File: src/rtl/pmp_bank_pkg.sv
package pmp_bank_pkg;

    // Target select codes on the request port
    typedef enum logic [1:0] {
        SEL_CFG  = 2'd0,
        SEL_ADDR = 2'd1,
        SEL_SEC  = 2'd2,
        SEL_NONE = 2'd3
    } bank_sel_e;

    // Bit positions inside one configuration byte
    localparam int unsigned CB_R    = 0;
    localparam int unsigned CB_W    = 1;
    localparam int unsigned CB_X    = 2;
    localparam int unsigned CB_A_LO = 3;
    localparam int unsigned CB_A_HI = 4;
    localparam int unsigned CB_L    = 7;

    localparam logic [1:0] MODE_TOR = 2'b01;

    // Security register, bit2 bypass, bit1 whitelist, bit0 lockdown
    typedef struct packed {
        logic bypass;
        logic whitelist;
        logic lockdown;
    } sec_bits_t;

endpackage

File: src/rtl/pmp_cfg_gate.sv
module pmp_cfg_gate
    import pmp_bank_pkg::*;
(
    input  logic       enhanced_i,
    input  logic       lockdown_i,
    input  logic       bypass_i,
    input  logic       old_lock_i,
    input  logic       new_lock_i,
    input  logic [2:0] new_rwx_i,
    output logic       accept_o
);

    logic legacy_ok;
    logic relaxed_ok;
    logic lockdown_ok;

    always_comb begin
        legacy_ok   = !old_lock_i;
        relaxed_ok  = !lockdown_i && !old_lock_i;
        lockdown_ok = lockdown_i &&
                      ((new_lock_i && !new_rwx_i[CB_X]) ||
                       (!new_lock_i && (new_rwx_i != 3'b110)));
        if (enhanced_i) begin
            accept_o = bypass_i || relaxed_ok || lockdown_ok;
        end else begin
            accept_o = legacy_ok;
        end
    end

endmodule

File: src/rtl/pmp_sec_reg.sv
module pmp_sec_reg
    import pmp_bank_pkg::*;
(
    input  logic      clk,
    input  logic      rst_n,
    input  logic      wr_i,
    input  sec_bits_t wdata_i,
    input  logic      any_locked_i,
    output sec_bits_t sec_o
);

    sec_bits_t sec_d;
    sec_bits_t sec_q;

    always_comb begin
        sec_d = sec_q;
        if (wr_i) begin
            sec_d = wdata_i;
            if (!sec_q.bypass && any_locked_i) begin
                sec_d.bypass = 1'b0;
            end
            sec_d.lockdown  = wdata_i.lockdown  | sec_q.lockdown;
            sec_d.whitelist = wdata_i.whitelist | sec_q.whitelist;
        end
    end

    always_ff @(posedge clk or negedge rst_n) begin
        if (!rst_n) begin
            sec_q <= '0;
        end else begin
            sec_q <= sec_d;
        end
    end

    assign sec_o = sec_q;

    a_r8_lockdown_sticky: assert property (@(posedge clk) disable iff (!rst_n)
        sec_q.lockdown |=> sec_q.lockdown);

    a_r8_whitelist_sticky: assert property (@(posedge clk) disable iff (!rst_n)
        sec_q.whitelist |=> sec_q.whitelist);

    a_r9_bypass_guarded: assert property (@(posedge clk) disable iff (!rst_n)
        (!sec_q.bypass && any_locked_i) |=> !sec_q.bypass);

endmodule

File: src/rtl/pmp_rd_mux.sv
module pmp_rd_mux
    import pmp_bank_pkg::*;
#(
    parameter int unsigned NUM_ENTRIES = 16,
    parameter int unsigned XLEN        = 32,
    parameter int unsigned IDX_W       = 6
) (
    input  logic [1:0]                       sel_i,
    input  logic [IDX_W-1:0]                 idx_i,
    input  logic [NUM_ENTRIES-1:0][7:0]      cfg_i,
    input  logic [NUM_ENTRIES-1:0][XLEN-1:0] addr_i,
    input  sec_bits_t                        sec_i,
    output logic [XLEN-1:0]                  rdata_o
);

    localparam int unsigned BPC = XLEN / 8;

    logic [31:0] base_ent;

    always_comb begin
        rdata_o  = '0;
        base_ent = 32'(idx_i) * BPC;
        case (bank_sel_e'(sel_i))
            SEL_CFG: begin
                for (int unsigned e = 0; e < NUM_ENTRIES; e++) begin
                    if ((e >= base_ent) && (e < base_ent + BPC)) begin
                        rdata_o[8*(e%BPC) +: 8] = cfg_i[e];
                    end
                end
            end
            SEL_ADDR: begin
                for (int unsigned e = 0; e < NUM_ENTRIES; e++) begin
                    if (32'(idx_i) == e) begin
                        rdata_o = addr_i[e];
                    end
                end
            end
            SEL_SEC: begin
                rdata_o[2:0] = sec_i;
            end
            default: begin
                rdata_o = '0;
            end
        endcase
    end

endmodule

File: src/rtl/pmp_csr_bank.sv
module pmp_csr_bank
    import pmp_bank_pkg::*;
#(
    parameter int unsigned NUM_ENTRIES = 16,
    parameter int unsigned XLEN        = 32,
    parameter int unsigned IDX_W       = 6
) (
    input  logic                          clk,
    input  logic                          rst_n,
    input  logic                          enhanced_i,
    input  logic                          req_valid,
    input  logic                          req_we,
    input  logic [1:0]                    req_sel,
    input  logic [IDX_W-1:0]              req_idx,
    input  logic [XLEN-1:0]               req_wdata,
    output logic [XLEN-1:0]               rsp_rdata,
    output logic                          flush_o,
    output logic [NUM_ENTRIES*8-1:0]      cfg_o,
    output logic [NUM_ENTRIES*XLEN-1:0]   addr_o,
    output logic [2:0]                    sec_o
);

    localparam int unsigned BPC = XLEN / 8;

    typedef struct packed {
        logic [NUM_ENTRIES-1:0][7:0]      cfg;
        logic [NUM_ENTRIES-1:0][XLEN-1:0] addr;
        logic                             flush;
    } bank_state_t;

    bank_state_t state_d;
    bank_state_t state_q;

    logic                        wr_cfg;
    logic                        wr_addr;
    logic                        wr_sec;
    logic                        any_locked;
    sec_bits_t                   sec_q;
    logic [NUM_ENTRIES-1:0][7:0] new_byte;
    logic [NUM_ENTRIES-1:0]      cfg_hit;
    logic [NUM_ENTRIES-1:0]      addr_hit;
    logic [NUM_ENTRIES-1:0]      cfg_accept;
    logic [NUM_ENTRIES-1:0]      tor_guard;

    assign wr_cfg  = req_valid && req_we && (bank_sel_e'(req_sel) == SEL_CFG);
    assign wr_addr = req_valid && req_we && (bank_sel_e'(req_sel) == SEL_ADDR);
    assign wr_sec  = req_valid && req_we && (bank_sel_e'(req_sel) == SEL_SEC);

    // Per-entry lane decode and lock evaluation
    for (genvar g = 0; g < NUM_ENTRIES; g++) begin : g_ent
        localparam int unsigned LANE  = g % BPC;
        localparam int unsigned CSR_N = g / BPC;

        assign new_byte[g] = req_wdata[8*LANE +: 8];
        assign cfg_hit[g]  = (32'(req_idx) == CSR_N);
        assign addr_hit[g] = (32'(req_idx) == g);

        if (g + 1 < NUM_ENTRIES) begin : g_next
            assign tor_guard[g] = state_q.cfg[g+1][CB_L] &&
                                  (state_q.cfg[g+1][CB_A_HI:CB_A_LO] == MODE_TOR);
        end else begin : g_last
            assign tor_guard[g] = 1'b0;
        end

        pmp_cfg_gate u_gate (
            .enhanced_i (enhanced_i),
            .lockdown_i (sec_q.lockdown),
            .bypass_i   (sec_q.bypass),
            .old_lock_i (state_q.cfg[g][CB_L]),
            .new_lock_i (new_byte[g][CB_L]),
            .new_rwx_i  (new_byte[g][CB_X:CB_R]),
            .accept_o   (cfg_accept[g])
        );

        a_r3_locked_cfg_frozen: assert property (@(posedge clk) disable iff (!rst_n)
            (!enhanced_i && state_q.cfg[g][CB_L]) |=> $stable(state_q.cfg[g]));

        a_r6_locked_addr_frozen: assert property (@(posedge clk) disable iff (!rst_n)
            state_q.cfg[g][CB_L] |=> $stable(state_q.addr[g]));

        a_r6_tor_neighbour_guard: assert property (@(posedge clk) disable iff (!rst_n)
            tor_guard[g] |=> $stable(state_q.addr[g]));
    end

    always_comb begin
        any_locked = 1'b0;
        for (int unsigned e = 0; e < NUM_ENTRIES; e++) begin
            any_locked = any_locked | state_q.cfg[e][CB_L];
        end
    end

    always_comb begin
        state_d       = state_q;
        state_d.flush = wr_cfg;
        for (int unsigned e = 0; e < NUM_ENTRIES; e++) begin
            if (wr_cfg && cfg_hit[e] && cfg_accept[e]) begin
                state_d.cfg[e] = new_byte[e];
            end
            if (wr_addr && addr_hit[e] && !state_q.cfg[e][CB_L] && !tor_guard[e]) begin
                state_d.addr[e] = req_wdata;
            end
        end
    end

    always_ff @(posedge clk or negedge rst_n) begin
        if (!rst_n) begin
            state_q <= '0;
        end else begin
            state_q <= state_d;
        end
    end

    pmp_sec_reg u_sec (
        .clk          (clk),
        .rst_n        (rst_n),
        .wr_i         (wr_sec),
        .wdata_i      (sec_bits_t'(req_wdata[2:0])),
        .any_locked_i (any_locked),
        .sec_o        (sec_q)
    );

    pmp_rd_mux #(
        .NUM_ENTRIES (NUM_ENTRIES),
        .XLEN        (XLEN),
        .IDX_W       (IDX_W)
    ) u_rd (
        .sel_i   (req_sel),
        .idx_i   (req_idx),
        .cfg_i   (state_q.cfg),
        .addr_i  (state_q.addr),
        .sec_i   (sec_q),
        .rdata_o (rsp_rdata)
    );

    assign flush_o = state_q.flush;
    assign cfg_o   = state_q.cfg;
    assign addr_o  = state_q.addr;
    assign sec_o   = sec_q;

    a_r10_flush_follows_cfg_write: assert property (@(posedge clk) disable iff (!rst_n)
        (req_valid && req_we && (req_sel == 2'd0)) |=> flush_o);

    a_r10_flush_single_cycle: assert property (@(posedge clk) disable iff (!rst_n)
        !(req_valid && req_we && (req_sel == 2'd0)) |=> !flush_o);

    a_r7_oor_addr_reads_zero: assert property (@(posedge clk) disable iff (!rst_n)
        ((req_sel == 2'd1) && (32'(req_idx) >= NUM_ENTRIES)) |-> (rsp_rdata == '0));

    a_r12_unused_sel_reads_zero: assert property (@(posedge clk) disable iff (!rst_n)
        (req_sel == 2'd3) |-> (rsp_rdata == '0));

endmodule

File: config.mk
export PLATFORM = sky130hd
export DESIGN_NAME = pmp_csr_bank
export DESIGN_NICKNAME = d
export VERILOG_FILES = /design/src/rtl/pmp_bank_pkg.sv /design/src/rtl/pmp_cfg_gate.sv /design/src/rtl/pmp_sec_reg.sv /design/src/rtl/pmp_rd_mux.sv /design/src/rtl/pmp_csr_bank.sv
export SDC_FILE = /design/constraint.sdc
export NUM_CORES = 1
export LEC_CHECK = 0
export CAP_MARGIN = 20
export CORE_UTILIZATION = 30
export CTS_BUF_LIST = sky130_fd_sc_hd__clkbuf_4
export DETAILED_ROUTE_END_ITERATION = 8
export GPL_ROUTABILITY_DRIVEN = 0
export PLACE_DENSITY = 0.58
export SETUP_SLACK_MARGIN = 0.02
export SYNTH_ARGS = -nofsm -noshare
export SYNTH_HDL_FRONTEND = slang
export SYNTH_SLANG_ARGS = --single-unit
File: constraint.sdc
create_clock -name clk -period 4.5 [get_ports clk]
set_input_delay 0.9 -clock clk [delete_from_list [all_inputs] [get_ports clk]]
set_output_delay 0.9 -clock clk [all_outputs]
set_load 0.03 [all_outputs]
## Word-level counts from Yosys, hierarchy flattened

Index checks and enable logic that the tools add are counted.

| word-level totals | value |
|---|---|
| register bits | 644 |
| input port bits | 45 |
| output and inout bits | 676 |
| logic and storage cells | 383 |

| operators by class | value |
|---|---|
| $add $sub $neg | 1 |
| order comparisons | 32 |
| equal/unequal tests | 36 |
| mux-type cells | 51 |
| bitwise logic cells | 17 |
| reduce and logical (&&, ||, !) cells | 210 |

Operators with widths:

| kind | number |
|---|---|
| 32-bit two-way mux | 16 |
| 4-bit by 32-bit < comparator with 1-bit output, first input constant | 8 |
| 1-bit logical AND | 131 |
| 3-bit by 32-bit < comparator with 1-bit output, first input constant | 4 |
| 8-bit two-way mux | 16 |
| 4-bit by 8-bit >= comparator with 1-bit output, first input constant | 8 |
| 1-bit by 32-bit < comparator with 1-bit output, first input constant | 2 |
| 2-bit by 32-bit < comparator with 1-bit output, first input constant | 2 |
| 29-bit case mux with 2 select lines | 1 |
| 6-bit by 4-bit equality test with 1-bit output, second input constant | 8 |
| 1-bit logical NOT | 41 |
| 1-bit logical OR | 36 |
| 2-bit by 1-bit equality test with 1-bit output, second input constant | 16 |
| 3-bit by 8-bit >= comparator with 1-bit output, first input constant | 4 |
| 6-bit by 3-bit equality test with 1-bit output, second input constant | 4 |
| 1-bit two-way mux | 17 |
| 1-bit OR | 17 |
| 1-bit by 8-bit >= comparator with 1-bit output, first input constant | 2 |
| 2-bit by 8-bit >= comparator with 1-bit output, first input constant | 2 |
| 6-bit by 2-bit equality test with 1-bit output, second input constant | 2 |
| 3-bit != test, second input constant | 4 |
| 8-bit by 3-bit adder with 9-bit output, second input constant | 1 |
| 3-bit case mux with 3 select lines | 1 |
| 6-bit by 1-bit equality test with 1-bit output, second input constant | 1 |
| other kinds (3) | 3 |

## Logic depth before layout (Yosys ltp)

| logic depth | value |
|---|---|
| depth after elaboration | 18 |
| mapped depth | 11 |
| mapped depth without buffers | 8 |

## Modules after synthesis

A second synthesis with hierarchy kept.

| unflattened totals | value |
|---|---|
| cell total of the unflattened synthesis | 2,535 |
| area total of the unflattened synthesis | 31,587.8 sq um |

By module, submodules not included:

| module | times used | cells an instance | area an instance (sq um) | sequential area each (sq um) |
|---|---|---|---|---|
| pmp_csr_bank | 1 | 1,481 | 25,077.8 | 16,040.4 |
| pmp_rd_mux | 1 | 966 | 5,835.6 | 0.0 |
| pmp_cfg_gate | 16 | 5 | 35.0 | 0.0 |
| pmp_sec_reg | 1 | 8 | 113.9 | 75.1 |

## Least setup slack after synthesis

Ideal clock, no wire load.

| timing path | value |
|---|---|
| path kind | input to output |
| start point | input port req_idx[3] |
| end point | output port rsp_rdata[0] |
| arrival | 3,549 ps |
| required time | 3,600 ps |
| setup slack | 51 ps |
| cell stages on the path | 7 |
| path buffers | 3 |
| path through | buf_6 > or4_4 > buf_6 > a211oi_4 > clkbuf_1 > a221oi_1 > o311ai_0 |

| between the ends | value |
|---|---|
| cells in the longest elaborated chain, start to end | 18 |
| elaborated cells on any way between the ends | 50 |
| those cells by class | add/sub (1); order compare (8); eq/ne (15); mux (21); reduce/logical (5) |

Ends and longest elaborated chain:

| element | RTL line | source |
|---|---|---|
| from (decl) | pmp_csr_bank.sv:14 | `input logic [IDX_W-1:0] req_idx,` |
| branches (longest 17 deep; another with 1-bit by 32-bit < comparator with 1-bit output) | n/a |  |
| 3-bit case mux with 3 select lines (*) | pmp_rd_mux.sv:23 | `case (bank_sel_e'(sel_i))` |
| to (decl) | pmp_csr_bank.sv:16 | `output logic [XLEN-1:0] rsp_rdata,` |

Every way passes the cells marked *.

## Final worst setup path

| timing path | value |
|---|---|
| start point | input port req_sel[1] |
| end point | output port rsp_rdata[0] |

| between the ends | value |
|---|---|
| cells in the longest elaborated chain, start to end | 2 |
| elaborated cells on any way between the ends | 4 |
| those cells by class | eq/ne (2); mux (1); reduce/logical (1) |

Ends and longest elaborated chain:

| element | RTL line | source |
|---|---|---|
| from (decl) | pmp_csr_bank.sv:13 | `input logic [1:0] req_sel,` |
| 2-bit equality test (tied with other cells) | pmp_rd_mux.sv:23 |  |
| 3-bit case mux with 3 select lines (*) | pmp_rd_mux.sv:23 |  |

Every way passes the cells marked *; elsewhere a longest branch is shown, timed or not.

==> metrics.md <==
| Metric | Value |
|---|---|
| Status | finished, violations left |
| Violated checks | setup timing |
| Slew headroom | 19.1% |
| Routed len/inst | 32.8 um |
| First-pass GRT wire length | 234000 um |
| VDD IR max | 178 uV |
| Yosys cell types | 76 |
| Initial antenna violation count | 5 |
| CTS Buf Count | 178 |
| Fin crit share | 101% |
| Reg2Reg Setup Slack | 2.13 ns |
| Hold Path Class | input pin to asynchronous set/reset pin |
| Top cell by count, worst path | buf_4 |
| Worst path bufs/invs | 4 |
| Slew @ Worst Pin | 1.21 ns |
| Largest net degree at the start of global routing | 95 |
| Mapped Nets | 2619 |
| Antenna-violating nets left | 0 |
| CTS Buffer Depth | 3 |
| Worst-Skew Late Latency | 1.09 ns |
| Yosys top cell area share | 52.3% |
| Fin. Hold Viols | 0 |
| Crit Path Max Fanout | 7 |
| Crit path cell chain | clkdlybuf4s50_1 > nand2b_1 > a21oi_1 > buf_4 > o221ai_1 > a21oi_2 > o21ai_2 > buf_4 > o311ai_1 > buf_4 |
| Crit path depth | 10 |
| IO Port Bufs | 720 |
| Router iterations before antenna repair | 6 |
| Mean Syn Cell Area | 12.0 um^2 |
| Die area | 0.104 mm^2 |
| Slew Limit Fails | 0 |
| Sequential-to-total area share from yosys stat | 52.3% |
| Number of synthesized flops with an enable pin | 0 |
| Slowest CP cell | clkdlybuf4s50_1 |
| Fmax | 220 MHz |
| Leakage | 20.8 nW |
| Clock transition at path regs | 0.06 ns |
| WL final | 171000 um |
| Power, Total | 0.0134 W |
| Initial Utilization | 30.3% |
| Chip height | 322 um |
| Crit path largest cell delay | 0.59 ns |
| Layout cells sized above 1 | 40.0% |
| Post-Syn Area | 0.0308 mm^2 |
| Die width | 322 um |
| Final setup margin | -0.0377 ns |
| Clock Sinks | 644 |
| DRC Markers | 0 |
| Vias per cell | 5.60 |
| Critical path class | input pin to primary output |
| Critical path's top delay family | buffers and inverters |
| Vias in the first global route | 29000 |
| Total grt overflow | 0 |
| H-tree levels | 4 |
| Yosys top cell by area | dfrtp_1 |
| Worst-case reg-to-reg path depth | 4 |
| Row cnt | 117 |
| HPWL after detailed placement | 133000 um |
| Final Skew | 0.0758 ns |
| Core area | 0.102 mm^2 |
| Inst Count DP | 4864 |
| 1st-iter DRT viols | 3270 |
| Post-synth ARST share | 100% |
| Ys Warns | 0 |
| Count leader, synth | dfrtp_1 |
| Final setup fails | 1 |
| Nets | 3749 |
| Area contributors post-synth | dfrtp_1, mux2_2, a221oi_1, o21ai_0, clkbuf_1 |
| RSZ-0062 raised after global routing | no |
| WP data required | 3.60 ns |
| Area grow syn2layout | 48.7% |
| Non-Filler Instances | 5206 |
| Ys flop type | dfrtp_1 |
| Setup crit start kind | input pin |
| Min Tclk post-route | 4.54 ns |
| Syn Inst Count | 2568 |
| Setup crit end kind | primary output |
| Total track usage | 32.2% |
| Seq cells post-synth | 644 |
| Via count | 29200 |
| PD cells | 292 mW/mm^2 |
| CTS tree | yes |
| Post-synth top cells | dfrtp_1, mux2_2, clkbuf_1, nor2_1, nand2_1 |
| CTS Root Cell | clkbuf_4 |
| IO Pins | 721 |
| Data arrival, critical path | 3.64 ns |
| MaxCap Viol Count | 0 |
==> per-stage QoR <==
step | worst slack, ns | hold WS (ns) | utilization, % | instance area [um^2] | setup TNS (ns)
3_3_place_gp | -1.05 | 0.488 | 42.1 | 42800 | -18.61
5_1_grt | 0.0152 | 0.484 | 45.0 | 45800 | 0
4_1_cts | 0.0390 | 0.449 | 44.8 | 45600 | 0
6_report | -0.0377 | 0.480 | 45.0 | 45800 | -0.0377
2_1_floorplan | 0.0511 | 0.542 | - | 30800 | 0
3_5_place_dp | -1.04 | 0.514 | 42.1 | 42800 | -19.06
==> worst register-to-register path: cells and delay by family (launching register included) <==
family / cells / cell delay, ns
AO/OA/AOI/OAI: 1 / 0.55
flip-flops: 1 / 0.54
multiplexers: 1 / 0.41
AND/OR/NAND/NOR: 2 / 0.69
==> power breakdown <==
group | switching, W | internal, W | total (W)
clock | 0.00266 | 0.00277 | 0.00543
sequential | 0.000213 | 0.00595 | 0.00616
combinational | 0.00113 | 0.000669 | 0.00180
==> flip-flops by register name (all words and copies together) (netlist names) <==
register,count
addr_o,512
cfg_o,128
flush_o,1
u_sec.sec_o,3
==> repair_timing <==
action                                  CTS  global route
hold endpoints to repair                 83             0
pin swaps                                15            13
buffers inserted                         11             6
cloned                                    3             0
gates resized for setup                 110            39
endpoints found under the setup margin   32            29
hold buffers                              1             0
==> path summary, 6_finish.rpt <==
kind                           startpoint      endpoint
max                            req_sel[1]  rsp_rdata[0]
min                                 rst_n     cfg_o[72]
max reg2reg                u_sec.sec_o[0]     cfg_o[41]
min reg2reg                    addr_o[14]    addr_o[14]
max in group asynchronous           rst_n    addr_o[69]
min in group clk               addr_o[14]    addr_o[14]
==> placed cells by master, fill, tap and decap left out, types with 69 or more instances in the layout <==
cell type	Yosys	final
buf_12	0	69
buf_4	41	405
clkdlybuf4s50_1	0	681
nand2_1	120	118
dfrtp_1	644	644
clkbuf_4	0	268
a21oi_1	83	78
nor2_1	124	111
o21ai_0	106	91
mux2_2	612	612
==> metal layers <==
layer  vias up  global-route usage, %  wire [um]
met1     15100                   40.0      66900
met5         -                      0         16
li1      12000                      -          -
met4         2                   13.9       8000
met2      1719                   50.1      77500
met3       349                   11.7      18500
==> cell families (layout without fill, tap and decap cells) <==
| logic type | Yosys count | count (layout) | share of synthesized area [%] |
|---|---|---|---|
| flops | 644 | 644 | 52.3 |
| mux | 641 | 641 | 23.4 |
| compound gates | 553 | 553 | 12.5 |
| simple gates | 484 | 484 | 7.76 |
| buf+inv | 240 | 1505 | 3.71 |
| fa+ha+maj | 6 | 6 | 0.244 |
| other cells | 0 | 5 | 0 |
==> cell type report <==
class                           instances  area [um^2]
Fill cell                            9625        55900
Sequential cell                       644        16100
Multi-Input combinational cell       1684        14100
Timing Repair Buffer                 1182        11500
Clock buffer                          267         2000
Tap cell                             1368         1710
Clock inverter                         48          256
Inverter                                8         30.0
Antenna cell                            5         12.5
Note: power is estimated with default switching activity, not from simulation.
